===== config.mk =====
export PLATFORM = sky130hd
export DESIGN_NAME = minute_watchdog
export DESIGN_NICKNAME = d
export VERILOG_FILES = /design/src/rtl/wdt_pkg.sv /design/src/rtl/wdt_prescaler.sv /design/src/rtl/wdt_activity.sv /design/src/rtl/wdt_downcounter.sv /design/src/rtl/wdt_regs.sv /design/src/rtl/minute_watchdog.sv
export SDC_FILE = /design/constraint.sdc
export NUM_CORES = 1
export LEC_CHECK = 0
export BUFFER_PORTS_ARGS = -buffer_cell sky130_fd_sc_hd__buf_2
export CAP_MARGIN = 20
export CORE_MARGIN = 1.5
export CORE_UTILIZATION = 25
export CTS_BUF_LIST = sky130_fd_sc_hd__clkbuf_8
export CTS_CLUSTER_SIZE = 14
export DETAILED_ROUTE_END_ITERATION = 7
export PLACE_DENSITY = 0.38
export SYNTH_ARGS = -nofsm -noshare
export SYNTH_HDL_FRONTEND = slang
export SYNTH_SLANG_ARGS = --single-unit

===== constraint.sdc =====
create_clock -name clk -period 2.25 [get_ports clk]
set_input_delay 0.225 -clock clk [delete_from_list [all_inputs] [get_ports clk]]
set_output_delay 0.225 -clock clk [all_outputs]
set_load 0.01 [all_outputs]

===== src/rtl/wdt_pkg.sv =====
package wdt_pkg;

   typedef enum logic [1:0] {
      REG_RELOAD = 2'd0,
      REG_STATUS = 2'd1,
      REG_CTRL   = 2'd2,
      REG_LIVE   = 2'd3
   } wdt_reg_e;

   localparam int STAT_EXPIRED_BIT = 0;
   localparam int CTRL_IRQ_BIT     = 0;
   localparam int CTRL_LED_BIT     = 1;

endpackage


===== src/rtl/wdt_prescaler.sv =====
module wdt_prescaler #(
   parameter longint unsigned TICKS = 64'd3000000000
) (
   input  logic clk,
   input  logic rst,
   input  logic restart,
   output logic tick
);

   localparam int PRE_W = (TICKS > 64'd1) ? $clog2(TICKS) : 1;

   generate
      if (TICKS <= 64'd1) begin : g_every_cycle
         logic unused_inputs;
         assign unused_inputs = clk ^ rst ^ restart;
         assign tick = 1'b1;
      end else begin : g_count
         localparam logic [PRE_W-1:0] LAST = PRE_W'(TICKS - 64'd1);
         logic [PRE_W-1:0] pre;

         always_ff @(posedge clk) begin
            if (rst || restart) begin
               pre <= '0;
            end else if (pre == LAST) begin
               pre <= '0;
            end else begin
               pre <= pre + 1'b1;
            end
         end

         assign tick = (pre == LAST);

         // a restart pushes the next tick at least one full unit away
         assert_tick_gap_R3: assert property (@(posedge clk) disable iff (rst)
            restart |=> !tick);
      end
   endgenerate

endmodule


===== src/rtl/wdt_activity.sv =====
module wdt_activity #(
   parameter bit EDGE_MODE = 1'b1
) (
   input  logic clk,
   input  logic rst,
   input  logic kbd_act,
   input  logic mouse_act,
   output logic hit
);

   generate
      if (EDGE_MODE) begin : g_edge
         logic kbd_q, mouse_q;
         always_ff @(posedge clk) begin
            if (rst) begin
               kbd_q   <= 1'b0;
               mouse_q <= 1'b0;
            end else begin
               kbd_q   <= kbd_act;
               mouse_q <= mouse_act;
            end
         end
         assign hit = (kbd_act & ~kbd_q) | (mouse_act & ~mouse_q);
      end else begin : g_level
         logic unused_clk_rst;
         assign unused_clk_rst = clk ^ rst;
         assign hit = kbd_act | mouse_act;
      end
   endgenerate

endmodule


===== src/rtl/wdt_downcounter.sv =====
module wdt_downcounter #(
   parameter int CNT_W = 8
) (
   input  logic             clk,
   input  logic             rst,
   input  logic             load,
   input  logic [CNT_W-1:0] load_val,
   input  logic             tick,
   output logic [CNT_W-1:0] cnt,
   output logic             expire
);

   localparam logic [CNT_W-1:0] ONE = CNT_W'(1);

   always_ff @(posedge clk) begin
      if (rst) begin
         cnt <= '0;
      end else if (load) begin
         cnt <= load_val;
      end else if (tick && (cnt != '0)) begin
         cnt <= cnt - 1'b1;
      end
   end

   assign expire = tick && !load && (cnt == ONE);

   // an idle counter at zero never wraps
   assert_no_wrap_R6: assert property (@(posedge clk) disable iff (rst)
      (cnt == '0 && !load) |=> (cnt == '0));

   // without a tick or load the count holds
   assert_hold_R3: assert property (@(posedge clk) disable iff (rst)
      (!load && !tick) |=> $stable(cnt));

   // a tick on a running counter removes exactly one unit
   assert_step_R3: assert property (@(posedge clk) disable iff (rst)
      (!load && tick && cnt != '0) |=> (cnt == $past(cnt) - 1'b1));

endmodule


===== src/rtl/wdt_regs.sv =====
module wdt_regs
   import wdt_pkg::*;
#(
   parameter int CNT_W = 8
) (
   input  logic             clk,
   input  logic             rst,
   input  logic             wr_en,
   input  logic [1:0]       wr_addr,
   input  logic [CNT_W-1:0] wr_data,
   input  logic             expire,
   output logic [CNT_W-1:0] reload_q,
   output logic             expired,
   output logic             irq_en,
   output logic             led_en
);

   logic wr_reload, wr_status, wr_ctrl, clr_req;

   assign wr_reload = wr_en && (wr_addr == REG_RELOAD);
   assign wr_status = wr_en && (wr_addr == REG_STATUS);
   assign wr_ctrl   = wr_en && (wr_addr == REG_CTRL);
   assign clr_req   = wr_status && wr_data[STAT_EXPIRED_BIT];

   always_ff @(posedge clk) begin
      if (rst) begin
         reload_q <= '0;
         irq_en   <= 1'b0;
         led_en   <= 1'b0;
      end else begin
         if (wr_reload) reload_q <= wr_data;
         if (wr_ctrl) begin
            irq_en <= wr_data[CTRL_IRQ_BIT];
            led_en <= wr_data[CTRL_LED_BIT];
         end
      end
   end

   always_ff @(posedge clk) begin
      if (rst) begin
         expired <= 1'b0;
      end else if (expire) begin
         expired <= 1'b1;
      end else if (clr_req) begin
         expired <= 1'b0;
      end
   end

   // the flag only drops on an explicit clear
   assert_sticky_R6: assert property (@(posedge clk) disable iff (rst)
      (expired && !clr_req) |=> expired);

   // an expiry always lands in the flag
   assert_flag_set_R6: assert property (@(posedge clk) disable iff (rst)
      expire |=> expired);

endmodule


===== src/rtl/minute_watchdog.sv =====
module minute_watchdog
   import wdt_pkg::*;
#(
   parameter int unsigned CLK_HZ       = 50_000_000,
   parameter int unsigned UNIT_SECONDS = 60,
   parameter int          CNT_W        = 8,
   parameter bit          ACT_EDGE     = 1'b1
) (
   input  logic             clk,
   input  logic             rst,
   input  logic             wr_en,
   input  logic [1:0]       wr_addr,
   input  logic [CNT_W-1:0] wr_data,
   input  logic [1:0]       rd_addr,
   output logic [CNT_W-1:0] rd_data,
   input  logic             kbd_act,
   input  logic             mouse_act,
   output logic             irq,
   output logic             led_req
);

   localparam longint unsigned TICKS = longint'(CLK_HZ) * longint'(UNIT_SECONDS);

   generate
      if (CNT_W < 2 || CNT_W > 32) begin : g_bad_width
         $error("minute_watchdog: CNT_W must lie in 2..32");
      end
      if (TICKS == 64'd0) begin : g_bad_ticks
         $error("minute_watchdog: CLK_HZ and UNIT_SECONDS must be non-zero");
      end
   endgenerate

   logic             act_hit, wr_count, load, tick, expire;
   logic             expired, irq_en, led_en;
   logic [CNT_W-1:0] reload_q, live, load_val;

   assign wr_count = wr_en && (wr_addr == REG_RELOAD);
   assign load     = wr_count || (act_hit && (reload_q != '0));
   assign load_val = wr_count ? wr_data : reload_q;

   wdt_activity #(.EDGE_MODE(ACT_EDGE)) u_act (
      .clk(clk), .rst(rst), .kbd_act(kbd_act), .mouse_act(mouse_act), .hit(act_hit)
   );

   wdt_prescaler #(.TICKS(TICKS)) u_pre (
      .clk(clk), .rst(rst), .restart(load), .tick(tick)
   );

   wdt_downcounter #(.CNT_W(CNT_W)) u_cnt (
      .clk(clk), .rst(rst), .load(load), .load_val(load_val),
      .tick(tick), .cnt(live), .expire(expire)
   );

   wdt_regs #(.CNT_W(CNT_W)) u_regs (
      .clk(clk), .rst(rst), .wr_en(wr_en), .wr_addr(wr_addr), .wr_data(wr_data),
      .expire(expire), .reload_q(reload_q), .expired(expired),
      .irq_en(irq_en), .led_en(led_en)
   );

   always_comb begin
      rd_data = '0;
      case (wdt_reg_e'(rd_addr))
         REG_RELOAD: rd_data = reload_q;
         REG_STATUS: rd_data[STAT_EXPIRED_BIT] = expired;
         REG_CTRL: begin
            rd_data[CTRL_IRQ_BIT] = irq_en;
            rd_data[CTRL_LED_BIT] = led_en;
         end
         default:    rd_data = live;
      endcase
   end

   assign irq     = expired && irq_en;
   assign led_req = expired && led_en;

   // a register write beats a coincident activity reload
   assert_write_wins_R9: assert property (@(posedge clk) disable iff (rst)
      (wr_en && wr_addr == REG_RELOAD) |=> (live == $past(wr_data)));

   // activity with a zero reload value leaves a stopped counter at zero
   assert_idle_activity_R4: assert property (@(posedge clk) disable iff (rst)
      (act_hit && !wr_en && reload_q == '0 && live == '0) |=> (live == '0));

endmodule


# After elaboration in Yosys (flattened, before gate mapping)
# Index checks and enable logic that the tools add are counted.
[word_totals] output_inout_bits=10 inputBits=17 regBits=53
[classes] add_sub_neg=2 eq_ne=6 muxes=8 n_reduce_logical=21 bitwise_logic=5
[op_table] op="adder 32 x 1 -> 32 bit, second input constant" n=1
[op_table] op="== test 32 bit, second input constant" n=1
[op_table] op="2-to-1 mux 8 bit" n=3
[op_table] op="nonzero test 8 bit" n=2
[op_table] op="one-hot mux 6 bit (2 select lines)" n=1
[op_table] op="logical AND 1 bit" n=10
[op_table] op="== test 8 x 1 -> 1 bit, second input constant" n=1
[op_table] op="subtractor 8 x 1 -> 8 bit, second input constant" n=1
[op_table] op="one-hot mux 1 bit (3 select lines)" n=2
[op_table] op="== test 2 x 1 -> 1 bit, second input constant" n=2
[op_table] op="== test 2 bit, second input constant" n=2
[op_table] op="logical NOT 2 bit" n=2
[op_table] op="nonzero test 2 bit" n=2
[op_table] op="OR reduction 2 bit" n=2
[op_table] op="bitwise AND 1 bit" n=2
[op_table] op="logical OR 1 bit" n=2
[op_table] op="2-to-1 mux 1 bit" n=2
[op_table] op="inverter 1 bit" n=2
[op_table] op="logical NOT 1 bit" n=1
[op_table] op="bitwise OR 1 bit" n=1

# Depth between registers and ports, before layout
[logic_depth] depth_word=9 mapped_depth=9 mapped_depth_nobuf=7

# Hierarchy
# From an unflattened synthesis, not the netlist that was laid out.
[unflattened] hier_cells=355 hier_area_um2=3145.5
[modules_own_cells] module="wdt_prescaler" cells_per_inst=205 area_per_inst_um2=1759.2 seq_area_each_um2=640.6 n_inst=1
[modules_own_cells] module="wdt_downcounter" cells_per_inst=67 area_per_inst_um2=556.8 seq_area_each_um2=160.2 n_inst=1
[modules_own_cells] module="wdt_regs" cells_per_inst=48 area_per_inst_um2=508.0 seq_area_each_um2=220.2 n_inst=1
[modules_own_cells] module="minute_watchdog" cells_per_inst=28 area_per_inst_um2=254.0 seq_area_each_um2=0.0 n_inst=1
[modules_own_cells] module="wdt_activity" cells_per_inst=7 area_per_inst_um2=67.6 seq_area_each_um2=40.0 n_inst=1

# Worst setup path before layout
# No wires, ideal clock.
[synth_path] path_type="register to register" startpoint="reg u_cnt.cnt[0]" endpoint="reg u_cnt.cnt[2]" arrival_ps=1992 setup_slack_ps=196 stages_incl_launch_ff=8 n_path_buf=0 path_cell_list="dfxtp_1 inv_1 ha_1 or3b_2 or2_0 and4b_1 or4b_1 nand3_1"
[synth_between] elab_chain_cells=3 word_cells_on_any_way=6
[synth_lines] element="start, declared" line_no="wdt_downcounter.sv:9" source="output logic [CNT_W-1:0] cnt,"
[synth_lines] element="start signal, assigned" line_no="wdt_downcounter.sv:19" source="cnt <= load_val;"
[synth_lines] element="start signal, assigned" line_no="wdt_downcounter.sv:21" source="cnt <= cnt - 1'b1;"
[synth_lines] element="subtractor 8 x 1 -> 8 bit or nonzero test 8 bit (tied branches)" line_no="wdt_downcounter.sv:21, wdt_downcounter.sv:20"
[synth_lines] element="2-to-1 mux 8 bit or logical AND 1 bit (tied branches)" line_no="wdt_downcounter.sv:20" source="end else if (tick && (cnt != '0)) begin"
[synth_lines] element="2-to-1 mux 8 bit or nonzero test 2 bit (tied branches)"
# Several ways; a longest one is shown, not always the timed one. The select of a mux whose other input is x is not followed.
# A chain may end at the register's enable or synchronous reset.

# Worst setup path in the final report
[layout_path] startpoint="reg u_pre.g_count.pre[0]" endpoint="reg u_cnt.cnt[5]"
[layout_between] elab_chain_cells=3
[layout_lines] element="start, declared" line_no="wdt_prescaler.sv:19" source="logic [PRE_W-1:0] pre;"
[layout_lines] element="start signal, assigned" line_no="wdt_prescaler.sv:27" source="pre <= pre + 1'b1;"
[layout_lines] element="== test 32 bit" line_no="wdt_prescaler.sv:31" source="assign tick = (pre == LAST);"
[layout_lines] element="logical AND 1 bit" line_no="wdt_downcounter.sv:20"
[layout_lines] element="nonzero test 2 bit (no line)"
# Every way passes these cells.

==> metrics.log <==
[metrics] number of DRC violations after detailed routing: 0
[metrics] arrival time at the worst endpoint: 2.29 ns
[metrics] fraction of layout cells with a size suffix above 1: 19.5%
[metrics] path type of the worst min-delay path: input pin to flop
[metrics] port bufs: 26
[metrics] first-pass GRT wire length: 10.5 mm
[metrics] critical path type: flop to flop
[metrics] setup repair after global routing missed its margin: false
[metrics] synthesized net count: 311
[metrics] post-route cell area: 3150 sq um
[metrics] hold path endpoint: u_act.g_edge.kbd_q$_SDFF_PP0_
[metrics] kind of start point of the critical path: flop
[metrics] die area: 11400 sq um
[metrics] final standard cell count with taps included and fillers excluded: 465
[metrics] cell area power density: 605 nW/um^2
[metrics] half-perimeter wire length of the detailed placement result: 4.68 mm
[metrics] Initial Utilization: 25.9%
[metrics] terminus of the critical flop-to-flop path: u_cnt.cnt[5]$_SDFFE_PP0P_
[metrics] number of library cell types mapped by synthesis: 52
[metrics] busiest metal layer after global routing: met2
[metrics] TritonCTS clock tree: yes
[metrics] number of hold-slack violations in the final timing report: 0
[metrics] Core ar.: 10400 sq um
[metrics] Crit path required time: 2.45 ns
[metrics] async set or reset register ratio after synthesis: 0%
[metrics] Row Count: 37
[metrics] status: completed
[metrics] Final ANT Viol Nets: 0
[metrics] max-slew violation count: 0
[metrics] worst flop-to-flop path startpoint: u_pre.g_count.pre[0]$_SDFF_PP0_
[metrics] sink count of the clock tree: 53
[metrics] total placed cells including tap cells: 457
[metrics] EDFF count, synth: 0
[metrics] synthesized instance count: 290
[metrics] shortest clock period the worst path allows after layout: 2.08 ns
[metrics] number of antenna diodes: 0
[metrics] Maximum Capacitance Violations: 0
[metrics] routed vias: 2127
[metrics] number of buffers created by CTS: 5
[metrics] overflow left after global routing: 0
[metrics] setup total negative slack: 0 ns
[metrics] static power due to leakage: 1.17 nW
[metrics] number of vias per cell: 4.57
[metrics] total wirelength of the detailed-routed design: 6.22 mm
[metrics] Syn Std Cell Area: 2690 sq um
[metrics] Worst VDD drop: 239 uV
[metrics] most used flip-flop cell after synthesis: sky130_fd_sc_hd__dfxtp_1
[metrics] DRC marker count from the first detailed-route iteration: 55
[metrics] clock slew at reported path FFs: 0.10 ns
[metrics] number of top-level pins: 27
[metrics] Relative slew margins: 59.5%
[metrics] die span in y: 107 um
[metrics] largest fanout on the critical path: 6
[metrics] capturing element type of the critical path: flop
[metrics] largest net degree at the start of global routing: 26
[metrics] R2R depth: 6
[metrics] vias in the first global route: 2171
[metrics] met1 track demand over resource: 15.1%
[metrics] total number of nets in the final design: 349
[metrics] Area growth syn-to-layout: 17.3%
[metrics] total of warnings raised by yosys: 0
[metrics] antenna violations before repair: 0
[metrics] Placed Instance Area: 3020 sq um
[metrics] post-synthesis sequential area ratio: 39.5%
[metrics] number of buffers on the longest clock path: 2
[metrics] Period Utilization, post-route: 92.5%
[metrics] depth of the worst hold-timing path: 2
[metrics] latest clock arrival within the worst-skew pair: 0.31 ns
[metrics] average wire per standard cell: 13.4 um
[metrics] Synth Register Bits: 53
[metrics] final worst slack: 0.168 ns
[metrics] max frequency: 0.480 GHz
[metrics] Place WS: 0.114 ns
[metrics] Hold Startpoint: kbd_act
[metrics] grt met3 use: 2.19%
[metrics] master cell of the clock root buffer: sky130_fd_sc_hd__clkbuf_8
[metrics] RePlAce Congestion: 0.781
[metrics] final clock skew: 0.0107 ns
[metrics] Global Route met2 Usage: 19.5%
[metrics] slew at the pin closest to its max-slew limit: 0.603 ns
[metrics] aggregate global-route resource usage: 11.6%
[metrics] Avg Inst Size Synth: 9.26 sq um
[metrics] length of the first detailed-routing pass in iterations: 4
[metrics] horizontal die dimension: 107 um
[metrics] number of H-tree branching levels: 2
[metrics] slack of the worst reg-to-reg path: 0.17 ns
[metrics] final setup vio count: 0
[metrics] number of buffers inserted to repair setup after CTS: 0
==> flip-flops by register name, indices dropped and copies added (netlist names) <==
signal	count
u_act.g_edge.kbd_q	1
u_regs.led_en	1
u_regs.expired	1
u_regs.irq_en	1
u_regs.reload_q	8
u_pre.g_count.pre	32
u_act.g_edge.mouse_q	1
u_cnt.cnt	8
==> repair_timing <==
item,in CTS,in global routing
gates resized for setup,0,3
endpoints found under the setup margin,0,20
hold buffers,0,0
==> report_power, final <==
group          leakage [nW]  switching, mW  internal [mW]
sequential            0.429         0.0216          0.962
clock                0.0626          0.312          0.359
combinational         0.678          0.138          0.114
==> worst max-delay path, stage by stage, from the launching register on <==
cell	delay (ns)
sky130_fd_sc_hd__dfxtp_1	0.38
sky130_fd_sc_hd__ha_1	0.21
sky130_fd_sc_hd__nand3_1	0.15
sky130_fd_sc_hd__or4b_4	0.62
sky130_fd_sc_hd__nor4_1	0.38
sky130_fd_sc_hd__xnor2_1	0.17
sky130_fd_sc_hd__a21oi_1	0.09
==> per-layer routing <==
layer | vias up | wire length (um)
met5 | - | 0
met4 | 0 | 72
met3 | 6 | 198
met2 | 26 | 2990
met1 | 989 | 2960
li1 | 1106 | -
==> Yosys cell counts (all sizes together) (4+ instances only) <==
| cell type | n | area [sq um] |
|---|---|---|
| buf | 9 | 97.6 |
| nor4 | 10 | 90.1 |
| nor4b | 4 | 35.0 |
| nand4 | 12 | 90.1 |
| a21oi | 4 | 20.0 |
| xor2 | 22 | 193 |
| nor3b | 4 | 30.0 |
| nand2 | 12 | 45.0 |
| nor3 | 6 | 35.0 |
| ha | 4 | 50.1 |
| o21ai | 4 | 20.0 |
| dfxtp | 53 | 1060 |
| nor2 | 52 | 195 |
| and3 | 6 | 37.5 |
| inv | 4 | 15.0 |
| a22o | 7 | 61.3 |
| xnor2 | 12 | 105 |
| mux2i | 12 | 120 |
| nand3 | 17 | 85.1 |
==> cell usage in the layout (no fill, tap or decap), drive strengths merged, types with 7 or more instances in the layout <==
cell,netlist,layout
dfxtp,53,53
nor2,52,52
buf,9,42
xor2,22,22
nand3,17,17
nand2,12,12
xnor2,12,12
mux2i,12,12
nand4,12,12
nor4,10,10
a22o,7,7
==> area by class of cell <==
class                           count  area, sq um
Clock buffer                        6         82.6
Multi-Input combinational cell    222         1520
Inverter                            4         15.0
Clock inverter                      2         33.8
Tap cell                          136          170
Fill cell                        1144         7220
Timing Repair Buffer               42          263
Sequential cell                    53         1060
==> worst max-delay path by stage <==
stage | startpoint | to | cells past startpoint
finish | u_pre.g_count.pre[0]$_SDFF_PP0_ | u_cnt.cnt[5]$_SDFFE_PP0P_ | 6
global route | u_pre.g_count.pre[0]$_SDFF_PP0_ | u_pre.g_count.pre[20]$_SDFF_PP0_ | 7
CTS | u_pre.g_count.pre[30]$_SDFF_PP0_ | u_cnt.cnt[3]$_SDFFE_PP0P_ | 5
detailed placement | u_pre.g_count.pre[0]$_SDFF_PP0_ | u_cnt.cnt[3]$_SDFFE_PP0P_ | 6
global placement | u_pre.g_count.pre[0]$_SDFF_PP0_ | u_cnt.cnt[5]$_SDFFE_PP0P_ | 6
floorplan | u_cnt.cnt[0]$_SDFFE_PP0P_ | u_cnt.cnt[2]$_SDFFE_PP0P_ | 7
==> cell families after synthesis <==
group / after synthesis / share of synthesized area [%]
AND/OR/NAND/NOR: 148 / 31.5
flip-flops: 53 / 39.5
XOR/XNOR: 34 / 11.1
AO/OA/AOI/OAI: 22 / 5.82
buffers and inverters: 15 / 4.47
multiplexers: 14 / 5.73
adder cells (fa/ha/maj): 4 / 1.86
==> metrics by stage <==
step	hold slack, ns	power, mW	utilization [%]
after floorplan	0.353	1.18	-
after global placement	0.444	1.26	29.1
after detailed placement	0.460	1.26	29.1
after CTS	0.125	1.95	30.2
after global routing	0.156	2.01	30.4
final	0.145	1.91	30.4
(Power assumes the default switching activity.)
